File: config.mk
export PLATFORM = sky130hd
export DESIGN_NAME = chan_requant
export DESIGN_NICKNAME = d
export VERILOG_FILES = /design/src/rtl/requant_pkg.sv /design/src/rtl/gain_table.sv /design/src/rtl/requant_lane.sv /design/src/rtl/clip_tally.sv /design/src/rtl/chan_requant.sv
export SDC_FILE = /design/constraint.sdc
export NUM_CORES = 2
export LEC_CHECK = 0
export BUFFER_PORTS_ARGS = -buffer_cell sky130_fd_sc_hd__clkbuf_2
export CAP_MARGIN = 40
export CORE_MARGIN = 5
export CORE_UTILIZATION = 50
export CTS_BUF_LIST = sky130_fd_sc_hd__clkbuf_4 sky130_fd_sc_hd__clkbuf_8
export CTS_CLUSTER_SIZE = 10
export DETAILED_ROUTE_END_ITERATION = 7
export PLACE_DENSITY = 0.79
export SYNTH_ARGS = -nofsm -noshare
export SYNTH_HDL_FRONTEND = slang
export SYNTH_SLANG_ARGS = --single-unit
File: constraint.sdc
create_clock -name clk -period 8.2 [get_ports clk]
set_clock_uncertainty 0.2 [all_clocks]
set_input_delay 0 -clock clk [delete_from_list [all_inputs] [get_ports clk]]
set_output_delay 0 -clock clk [all_outputs]
set_load 0.005 [all_outputs]
File: src/rtl/requant_pkg.sv
package requant_pkg;

    localparam int QW       = 4;
    localparam int FULL_LIM = 7;
    localparam int HEAD_LIM = 3;

    typedef struct packed {
        logic signed [QW-1:0] re;
        logic signed [QW-1:0] im;
    } qpair_t;

    typedef struct packed {
        logic valid;
        logic headroom;
        logic int_end;
    } smp_tag_t;

    function automatic logic [QW-1:0] q_limit(input logic hr);
        return hr ? QW'(HEAD_LIM) : QW'(FULL_LIM);
    endfunction

endpackage

File: src/rtl/gain_table.sv
module gain_table #(
    parameter int NUM_CHAN   = 64,
    parameter int GAIN_W     = 12,
    parameter int PEND_DEPTH = 4,
    parameter int UNITY      = 256,
    localparam int CH_W      = $clog2(NUM_CHAN),
    localparam int PTR_W     = $clog2(PEND_DEPTH)
) (
    input  logic              clk,
    input  logic              rst,
    input  logic              busy,
    input  logic [CH_W-1:0]   rd_chan,
    output logic [GAIN_W-1:0] rd_gain,
    input  logic              wr_en,
    input  logic [CH_W-1:0]   wr_addr,
    input  logic [GAIN_W-1:0] wr_val,
    output logic              commit_we
);
    logic [GAIN_W-1:0] tbl [NUM_CHAN];
    logic [CH_W-1:0]   pend_addr [PEND_DEPTH];
    logic [GAIN_W-1:0] pend_val  [PEND_DEPTH];
    logic [PTR_W-1:0]  rd_ptr, wr_ptr;
    logic [PTR_W:0]    pend_cnt;

    logic direct, push, pop;
    logic [CH_W-1:0]   c_addr;
    logic [GAIN_W-1:0] c_val;

    always_comb begin
        direct    = wr_en && !busy && (pend_cnt == '0);
        push      = wr_en && !direct && (pend_cnt != (PTR_W+1)'(PEND_DEPTH));
        pop       = !busy && (pend_cnt != '0);
        commit_we = direct || pop;
        c_addr    = pop ? pend_addr[rd_ptr] : wr_addr;
        c_val     = pop ? pend_val[rd_ptr]  : wr_val;
    end

    assign rd_gain = tbl[rd_chan];

    always_ff @(posedge clk) begin
        if (rst) begin
            for (int i = 0; i < NUM_CHAN; i++) tbl[i] <= GAIN_W'(UNITY);
        end else if (commit_we) begin
            tbl[c_addr] <= c_val;
        end
    end

    always_ff @(posedge clk) begin
        if (rst) begin
            rd_ptr   <= '0;
            wr_ptr   <= '0;
            pend_cnt <= '0;
            for (int i = 0; i < PEND_DEPTH; i++) begin
                pend_addr[i] <= '0;
                pend_val[i]  <= '0;
            end
        end else begin
            if (push) begin
                pend_addr[wr_ptr] <= wr_addr;
                pend_val[wr_ptr]  <= wr_val;
                wr_ptr            <= wr_ptr + 1'b1;
            end
            if (pop) rd_ptr <= rd_ptr + 1'b1;
            case ({push, pop})
                2'b10:   pend_cnt <= pend_cnt + 1'b1;
                2'b01:   pend_cnt <= pend_cnt - 1'b1;
                default: pend_cnt <= pend_cnt;
            endcase
        end
    end

endmodule

File: src/rtl/requant_lane.sv
module requant_lane
    import requant_pkg::*;
#(
    parameter int IN_W   = 18,
    parameter int GAIN_W = 12,
    parameter int DROP   = 18,
    localparam int PW    = IN_W + GAIN_W + 1
) (
    input  logic                    clk,
    input  logic                    rst,
    input  logic signed [IN_W-1:0]  smp,
    input  logic [GAIN_W-1:0]       gain,
    input  logic                    headroom_s1,
    output logic signed [QW-1:0]    q,
    output logic                    clip
);
    localparam logic [PW:0] HALF = (PW+1)'(1) << (DROP-1);

    logic signed [PW-1:0] a_ext, g_ext, prod_r;
    logic                 neg, clip_c;
    logic [PW-1:0]        mag;
    logic [PW:0]          rnd;
    logic [QW-1:0]        lim, m;
    logic signed [QW-1:0] q_c;

    assign a_ext = PW'(smp);
    assign g_ext = $signed(PW'({1'b0, gain}));

    always_ff @(posedge clk) begin
        if (rst) prod_r <= '0;
        else     prod_r <= a_ext * g_ext;
    end

    always_comb begin
        neg    = prod_r[PW-1];
        mag    = neg ? PW'(-prod_r) : PW'(prod_r);
        rnd    = ({1'b0, mag} + HALF) >> DROP;
        lim    = q_limit(headroom_s1);
        clip_c = rnd > (PW+1)'(lim);
        m      = clip_c ? lim : rnd[QW-1:0];
        q_c    = neg ? -$signed(m) : $signed(m);
    end

    always_ff @(posedge clk) begin
        if (rst) begin
            q    <= '0;
            clip <= 1'b0;
        end else begin
            q    <= q_c;
            clip <= clip_c;
        end
    end

endmodule

File: src/rtl/clip_tally.sv
module clip_tally #(
    parameter int CNT_W = 16
) (
    input  logic             clk,
    input  logic             rst,
    input  logic             valid,
    input  logic             clip_any,
    input  logic             int_end,
    output logic [CNT_W-1:0] total,
    output logic             total_valid
);
    localparam logic [CNT_W-1:0] CMAX = '1;

    logic [CNT_W-1:0] run, run_inc;

    assign run_inc = (valid && clip_any && run != CMAX) ? run + 1'b1 : run;

    always_ff @(posedge clk) begin
        if (rst) begin
            run         <= '0;
            total       <= '0;
            total_valid <= 1'b0;
        end else begin
            total_valid <= valid && int_end;
            if (valid && int_end) begin
                total <= run_inc;
                run   <= '0;
            end else begin
                run   <= run_inc;
            end
        end
    end

endmodule

File: src/rtl/chan_requant.sv
module chan_requant
    import requant_pkg::*;
#(
    parameter int NUM_CHAN   = 64,
    parameter int IN_W       = 18,
    parameter int GAIN_W     = 12,
    parameter int GAIN_FRAC  = 8,
    parameter int IN_SHIFT   = 10,
    parameter int PEND_DEPTH = 4,
    parameter int CNT_W      = 16,
    localparam int CH_W      = $clog2(NUM_CHAN)
) (
    input  logic                   clk,
    input  logic                   rst,
    input  logic                   s_valid,
    input  logic [CH_W-1:0]        s_chan,
    input  logic signed [IN_W-1:0] s_re,
    input  logic signed [IN_W-1:0] s_im,
    input  logic                   s_first,
    input  logic                   s_last,
    input  logic                   s_int_end,
    input  logic                   headroom,
    input  logic                   g_wr,
    input  logic [CH_W-1:0]        g_addr,
    input  logic [GAIN_W-1:0]      g_val,
    output logic                   q_valid,
    output logic [2*QW-1:0]        q_byte,
    output logic                   q_clip,
    output logic [CNT_W-1:0]       clip_tot,
    output logic                   clip_tot_valid
);
    localparam int DROP = GAIN_FRAC + IN_SHIFT;

    logic              spec_open, busy, commit_we;
    logic [GAIN_W-1:0] cur_gain;
    smp_tag_t          tag1, tag2;
    qpair_t            qp;
    logic signed [IN_W-1:0] part_in  [2];
    logic signed [QW-1:0]   part_q   [2];
    logic                   part_clip[2];

    always_ff @(posedge clk) begin
        if (rst)          spec_open <= 1'b0;
        else if (s_valid) begin
            if (s_last)       spec_open <= 1'b0;
            else if (s_first) spec_open <= 1'b1;
        end
    end

    assign busy = spec_open || s_valid;

    gain_table #(
        .NUM_CHAN(NUM_CHAN), .GAIN_W(GAIN_W),
        .PEND_DEPTH(PEND_DEPTH), .UNITY(1 << GAIN_FRAC)
    ) u_gtab (
        .clk(clk), .rst(rst), .busy(busy),
        .rd_chan(s_chan), .rd_gain(cur_gain),
        .wr_en(g_wr), .wr_addr(g_addr), .wr_val(g_val),
        .commit_we(commit_we)
    );

    assign part_in[0] = s_re;
    assign part_in[1] = s_im;

    for (genvar gi = 0; gi < 2; gi++) begin : g_part
        requant_lane #(.IN_W(IN_W), .GAIN_W(GAIN_W), .DROP(DROP)) u_lane (
            .clk(clk), .rst(rst),
            .smp(part_in[gi]), .gain(cur_gain),
            .headroom_s1(tag1.headroom),
            .q(part_q[gi]), .clip(part_clip[gi])
        );
    end

    always_ff @(posedge clk) begin
        if (rst) begin
            tag1 <= '0;
            tag2 <= '0;
        end else begin
            tag1 <= '{valid: s_valid, headroom: headroom, int_end: s_valid && s_int_end};
            tag2 <= tag1;
        end
    end

    assign qp.re   = part_q[0];
    assign qp.im   = part_q[1];
    assign q_valid = tag2.valid;
    assign q_byte  = tag2.valid ? qp : '0;
    assign q_clip  = tag2.valid && (part_clip[0] || part_clip[1]);

    clip_tally #(.CNT_W(CNT_W)) u_tally (
        .clk(clk), .rst(rst),
        .valid(tag2.valid), .clip_any(q_clip), .int_end(tag2.int_end),
        .total(clip_tot), .total_valid(clip_tot_valid)
    );

endmodule

### Word level (Yosys, flattened, before mapping)

Memory sizes are Yosys's and may differ from the RTL's. A register that Yosys moved wholly into a read port is not among the register bits.
Cells that the tools add are included.

* add/subtract/negate cells: 11
* $lt $le $gt $ge: 2
* divide/modulo/power cells: 0
* equality and inequality tests: 4
* muxes and demuxes: 35
* bitwise gates (word level): 0
* multiply operators: 2
* reduce and logical (&&, ||, !) cells: 24
* shift operators: 0

Operators by type and width (number)
* 31-bit by 18-bit adder with 32-bit output (second input constant): 2
* 18-bit by 13-bit multiplier with 31-bit output: 2
* 31-bit 2-to-1 mux: 2
* 31-bit negation: 2
* 12-bit 2-to-1 mux: 3
* 14-bit by 4-bit greater-than comparator with 1-bit output: 2
* 12-bit OR reduction: 2
* 6-bit 2-to-1 mux: 3
* 16-bit by 1-bit adder with 16-bit output (second input constant): 1
* 16-bit 2-to-1 mux: 1
* 4-bit 2-to-1 mux: 4
* 16-bit != test (second input constant): 1
* 1-bit 2-to-1 mux: 13
* 2-bit 2-to-1 mux: 6
* 1-bit logical AND: 10
* 8-bit 2-to-1 mux: 1
* 4-bit negation: 2
* 3-bit one-hot mux with 2 select lines: 1
* 6-bit OR reduction: 1
* 2-bit by 1-bit adder with 2-bit output (second input constant): 2
* 2-bit nonzero test: 2
* 3-bit by 1-bit adder with 3-bit output (second input constant): 1
* 3-bit logical NOT: 1
* 1-bit logical OR: 3
* other kinds (9): 10

* input bits: 68
* ROM bits: 0
* bits in registers: 118
* RAM bits: 840
* memories: 3
* latch bits: 0
* output and inout bits: 27

Memories
* u_gtab.tbl: words 64, width 12, read ports 1, clocked after Yosys merged registers in 0, write ports 64, line gain_table.sv:19 `logic [GAIN_W-1:0] tbl [NUM_CHAN];`
* u_gtab.pend_val: words 4, width 12, read ports 1, clocked after Yosys merged registers in 1, write ports 4, line gain_table.sv:21 `logic [GAIN_W-1:0] pend_val [PEND_DEPTH];`
* u_gtab.pend_addr: words 4, width 6, read ports 1, clocked after Yosys merged registers in 1, write ports 4, line gain_table.sv:20 `logic [CH_W-1:0] pend_addr [PEND_DEPTH];`

### Depth between registers and ports, before layout

* depth in word-level cells: 12
* depth in mapped cells: 29
* depth with buffers taken out: 24

### By module

A second synthesis with hierarchy kept.

* cells, all modules: 5038
* area total of the unflattened synthesis: 58841.4 µm²

By module, submodules not included
* gain_table: cells each 2594, sequential area each 25404.4 µm², times used 1, area an instance 37632.3 µm²
* requant_lane at g_part[1].u_lane: cells each 1129, sequential area each 720.7 µm², times used 1, area an instance 9779.4 µm²
* requant_lane at g_part[0].u_lane: cells each 1116, sequential area each 720.7 µm², times used 1, area an instance 9671.8 µm²
* clip_tally: cells each 176, sequential area each 660.6 µm², times used 1, area an instance 1515.2 µm²
* chan_requant: cells each 23, sequential area each 120.1 µm², times used 1, area an instance 242.7 µm²

### Least setup slack after synthesis

OpenSTA, ideal clock, no wires.

* path kind: input port to flip-flop
* start: input s_chan[0]
* end: register g_part[0].u_lane.prod_r[29]
* setup time: 128 ps
* stages: 26
* arrival: 7420 ps
* data required time: 7872 ps
* setup slack: 452 ps
* cell sequence: clkbuf_1 > buf_2 > buf_2 > mux4_2 > mux4_2 > mux4_2 > clkbuf_1 > and2_1 > fa_1 > inv_1 > fa_1 > inv_1 > fa_1 > fa_1 > inv_1 > fa_1 > inv_1 > ha_1 > a21oi_1 > nor4b_1 > o41ai_1 > a221o_1 > a311o_1 > a41oi_1 > xor2_1 > nor2_1

* cells in the longest elaborated chain, start to end: 2

RTL lines
* start: declaration: line chan_requant.sv:16 `input logic [CH_W-1:0] s_chan,`
* memory 64 x 12 bit
* 18-bit by 13-bit multiplier with 31-bit output: line requant_lane.sv:31 `else prod_r <= a_ext * g_ext;`
* end signal: assignment: line requant_lane.sv:31
* end: declaration: line requant_lane.sv:19 `logic signed [PW-1:0] a_ext, g_ext, prod_r;`

Every way passes these cells.
A chain may end at the register's enable or synchronous reset.

### Worst setup path after layout

* start: memory u_gtab.tbl[16][1]
* end: register g_part[1].u_lane.prod_r[27]

* cells in the longest elaborated chain, start to end: 2

RTL lines (line)
* start: declaration: gain_table.sv:19
* memory 64 x 12 bit
* 18-bit by 13-bit multiplier with 31-bit output: requant_lane.sv:31
* end signal: assignment: requant_lane.sv:31
* end: declaration: requant_lane.sv:19

Every way passes these cells.

==> qor.txt <==
status - finished, final reports clean
largest net degree at the start of global routing - 72
DRT Wirelength - 139,000 µm
GP Congestion - 0.848
TritonCTS Buffers - 151
Seq/Total Area, Yosys - 48.4%
Synth area leader - edfxtp_1
initial antenna violation count - 10
ANT nets after route - 0
setup bufs post-CTS - 0
First-pass DRT Iterations - 6
H-tree depth - 4
top_reg_cell synth - edfxtp_1
clock sink total - 960
top cells by count, synth - nor2_1 (853), edfxtp_1 (840), inv_1 (565)
filler cell count - 8,833
Slew @ Worst Pin - 0.980 ns
Ys Warns - 0
share of cells above drive strength 1 - 14.9%
Final min period - 7.81 ns
max-cap viol count - 0
average cell area after synthesis - 12.1 µm²
Synth Register Bits - 960
Seq. cell area - 27,600 µm²
PwrDens - 380 nW/µm²
Final Max Slew Viols - 0
setup TNS - 0 ns
Total GRT Usage - 23.1%
startpoint types - register
top-area cell type share of the netlist area - 44.2%
CP Capture Type - register
Reg2Reg Setup Slack - 0.39 ns
clk slew on worst S/H paths - 0.07 ns
synthesized cell area - 57,000 µm²
DRC - 0
CP arrival - 8.28 ns
Rows - 123
Leak - 25.2 nW
post-synth cell types - 67
Worst Hold Path Cells - 8
Hold/Removal Path Class - in2reg
Iter 0 DRT Violations - 4,037
hold path endpoint - g_part[0].u_lane.prod_r[30]
wire per inst - 21.6 µm
first-pass GRT wire length - 218,000 µm
Syn Inst Count - 4,714
area of the multi-input gates - 26,100 µm²
Post-Syn Nets - 5,329
Worst Hold Launch - s_re[17]
Setup-failing EPs final - 0
final period utilization - 95.3%
via count - 37.1k
r2r startpoint - u_gtab.tbl[16][1]
Final Util - 55.7%
initial core utilization - 50.5%
IR Drop Worst-Case VDD - 499 µV
total gr overflow - 0
Fmax - 0.128 GHz
vias in the first global route - 38.4k
die width - 348 µm
EDFF count, synth - 840
DP HPWL - 94,200 µm
critical path peak fanout - 26
CP required - 8.67 ns
CTS tree - built
via/cell ratio - 5.77
RSZ-0062 raised after global routing - no
Area Overhead vs Synth - 10.4%
kind of critical path - reg2reg
endpoints failing hold - 0
Reg2Reg Capture Point - g_part[1].u_lane.prod_r[27]
Ports - 95
Port Buffer Count - 94
die area - 121,000 µm²
Root Driver - clkbuf_8
Die Height - 348 µm
Area contributors post-synth - edfxtp_1 (44%), fa_1 (14%), mux4_2 (11%)
core area - 113,000 µm²
Skew-Pair Late Insertion Delay - 0.86 ns
Slew headroom - 34.7%
asr flop ratio synth - 0%
r2r worst-path depth - 23
CTS Buffer Depth - 3
Layout Nets - 5,412
most numerous cell in the Yosys netlist - nor2_1
[metal layers]
layer | GRT usage [%] | vias up | wire length (µm)
li1 | - | 15900 | -
met1 | 29.3 | 18600 | 49600
met2 | 39.0 | 2103 | 68600
met3 | 5.10 | 386 | 14600
met4 | 9.21 | 4 | 5910
met5 | 0 | - | 34
[kinds of logic after synthesis]
| logic type | Yosys count | synth area share [%] |
|---|---|---|
| AOI/OAI and AO/OA | 187 | 2.11 |
| buffers and inverters | 894 | 6.01 |
| and+or+nand+nor | 1743 | 13.7 |
| adders and majority gates | 547 | 17.2 |
| DFF | 960 | 48.4 |
| xor gates and xnor gates | 87 | 1.34 |
| muxes | 296 | 11.1 |
[report_power, final]
group | switching, W | internal [W]
clock network | 0.00199 | 0.00217
registers | 0.000162 | 0.00575
logic | 0.00797 | 0.00589
total | 0.0101 | 0.0138
[critical path, cell delays in order (launching register included)]
cell	delay [ns]
edfxtp_1	0.42
mux4_2	0.49
mux4_2	0.55
mux4_2	0.62
buf_4	0.26
and2_1	0.20
fa_1	0.54
inv_1	0.05
fa_1	0.48
inv_1	0.06
fa_1	0.52
inv_1	0.06
fa_1	0.48
fa_1	0.49
inv_1	0.04
ha_1	0.33
o21a_1	0.19
o21ai_0	0.24
nor3_1	0.10
nor4_1	0.47
a21oi_1	0.26
a311oi_1	0.35
xor2_1	0.18
nor2_1	0.05
[repair_timing]
action / in CTS / in global routing
hold buffers: 67 / 0
setup endpoints to repair: 0 / 1
endpoints found under the hold margin: 1000 / 0
resized for setup: 0 / 1
[registers in the layout, summed over array words and instances (netlist names), 2 cells and up, named ones only]
register	flops
g_part.u_lane.prod_r	62
g_part.u_lane.q	8
u_gtab.rd_ptr	2
u_tally.total	16
u_tally.run	16
u_gtab.pend_val	48
g_part.u_lane.clip	2
u_gtab.pend_addr	24
tag1	3
u_gtab.pend_cnt	3
u_gtab.tbl	768
u_gtab.wr_ptr	2
[cell usage in the layout, fill, tap and decap left out, drive strengths merged, types with 11 or more instances in the layout]
cell type / count
mux4: 270
nor3: 23
a21o: 21
nand3: 81
a21oi: 49
buf: 99
fa: 397
xor2: 46
nor2: 853
edfxtp: 840
xnor2: 41
nand2: 352
nor2b: 25
clkinv: 54
and3: 20
dfxtp: 120
and2: 250
clkbuf: 285
mux2i: 19
dlygate4sd3: 67
o21ai: 47
inv: 580
nor4: 17
ha: 150
nand2b: 81
nand4: 11
[layout make-up]
cell class / count / share of cell area (%)
clock buffers: 194 / 3.86
repair buffers: 257 / 3.37
diodes: 7 / 0.0278
well taps: 1500 / 2.98
multi-input cells: 2860 / 41.5
clock inverters: 74 / 0.974
inverters: 567 / 3.38
flip-flops and latches: 960 / 43.9
[through the flow]
stage / instances / hold WS (ns) / instance area (µm²) / total power, W / setup slack (ns)
after floorplan: 4714 / -0.103 / 57000 / 0.0167 / 0.452
after global placement: 6068 / -0.00887 / 59100 / 0.0194 / 0.152
after global routing: 6414 / 0.148 / 62900 / 0.0262 / 0.0335
after CTS: 6410 / 0.0139 / 62900 / 0.0240 / 0.346
after detailed placement: 6075 / -0.00952 / 59200 / 0.0198 / 0.167
final: 6419 / 0.102 / 63000 / 0.0239 / 0.386
[worst max path at each step]
stage                                 start                          end  slack, ns
after floorplan                   s_chan[0]  g_part[0].u_lane.prod_r[29]       0.45
after global placement            s_chan[0]  g_part[1].u_lane.prod_r[27]       0.15
after detailed placement          s_chan[0]  g_part[0].u_lane.prod_r[29]       0.17
after CTS                 u_gtab.tbl[16][1]  g_part[1].u_lane.prod_r[27]       0.35
after global routing      u_gtab.tbl[16][1]  g_part[1].u_lane.prod_r[27]       0.03
final                     u_gtab.tbl[16][1]  g_part[1].u_lane.prod_r[27]       0.39
(Power assumes the default switching activity.)
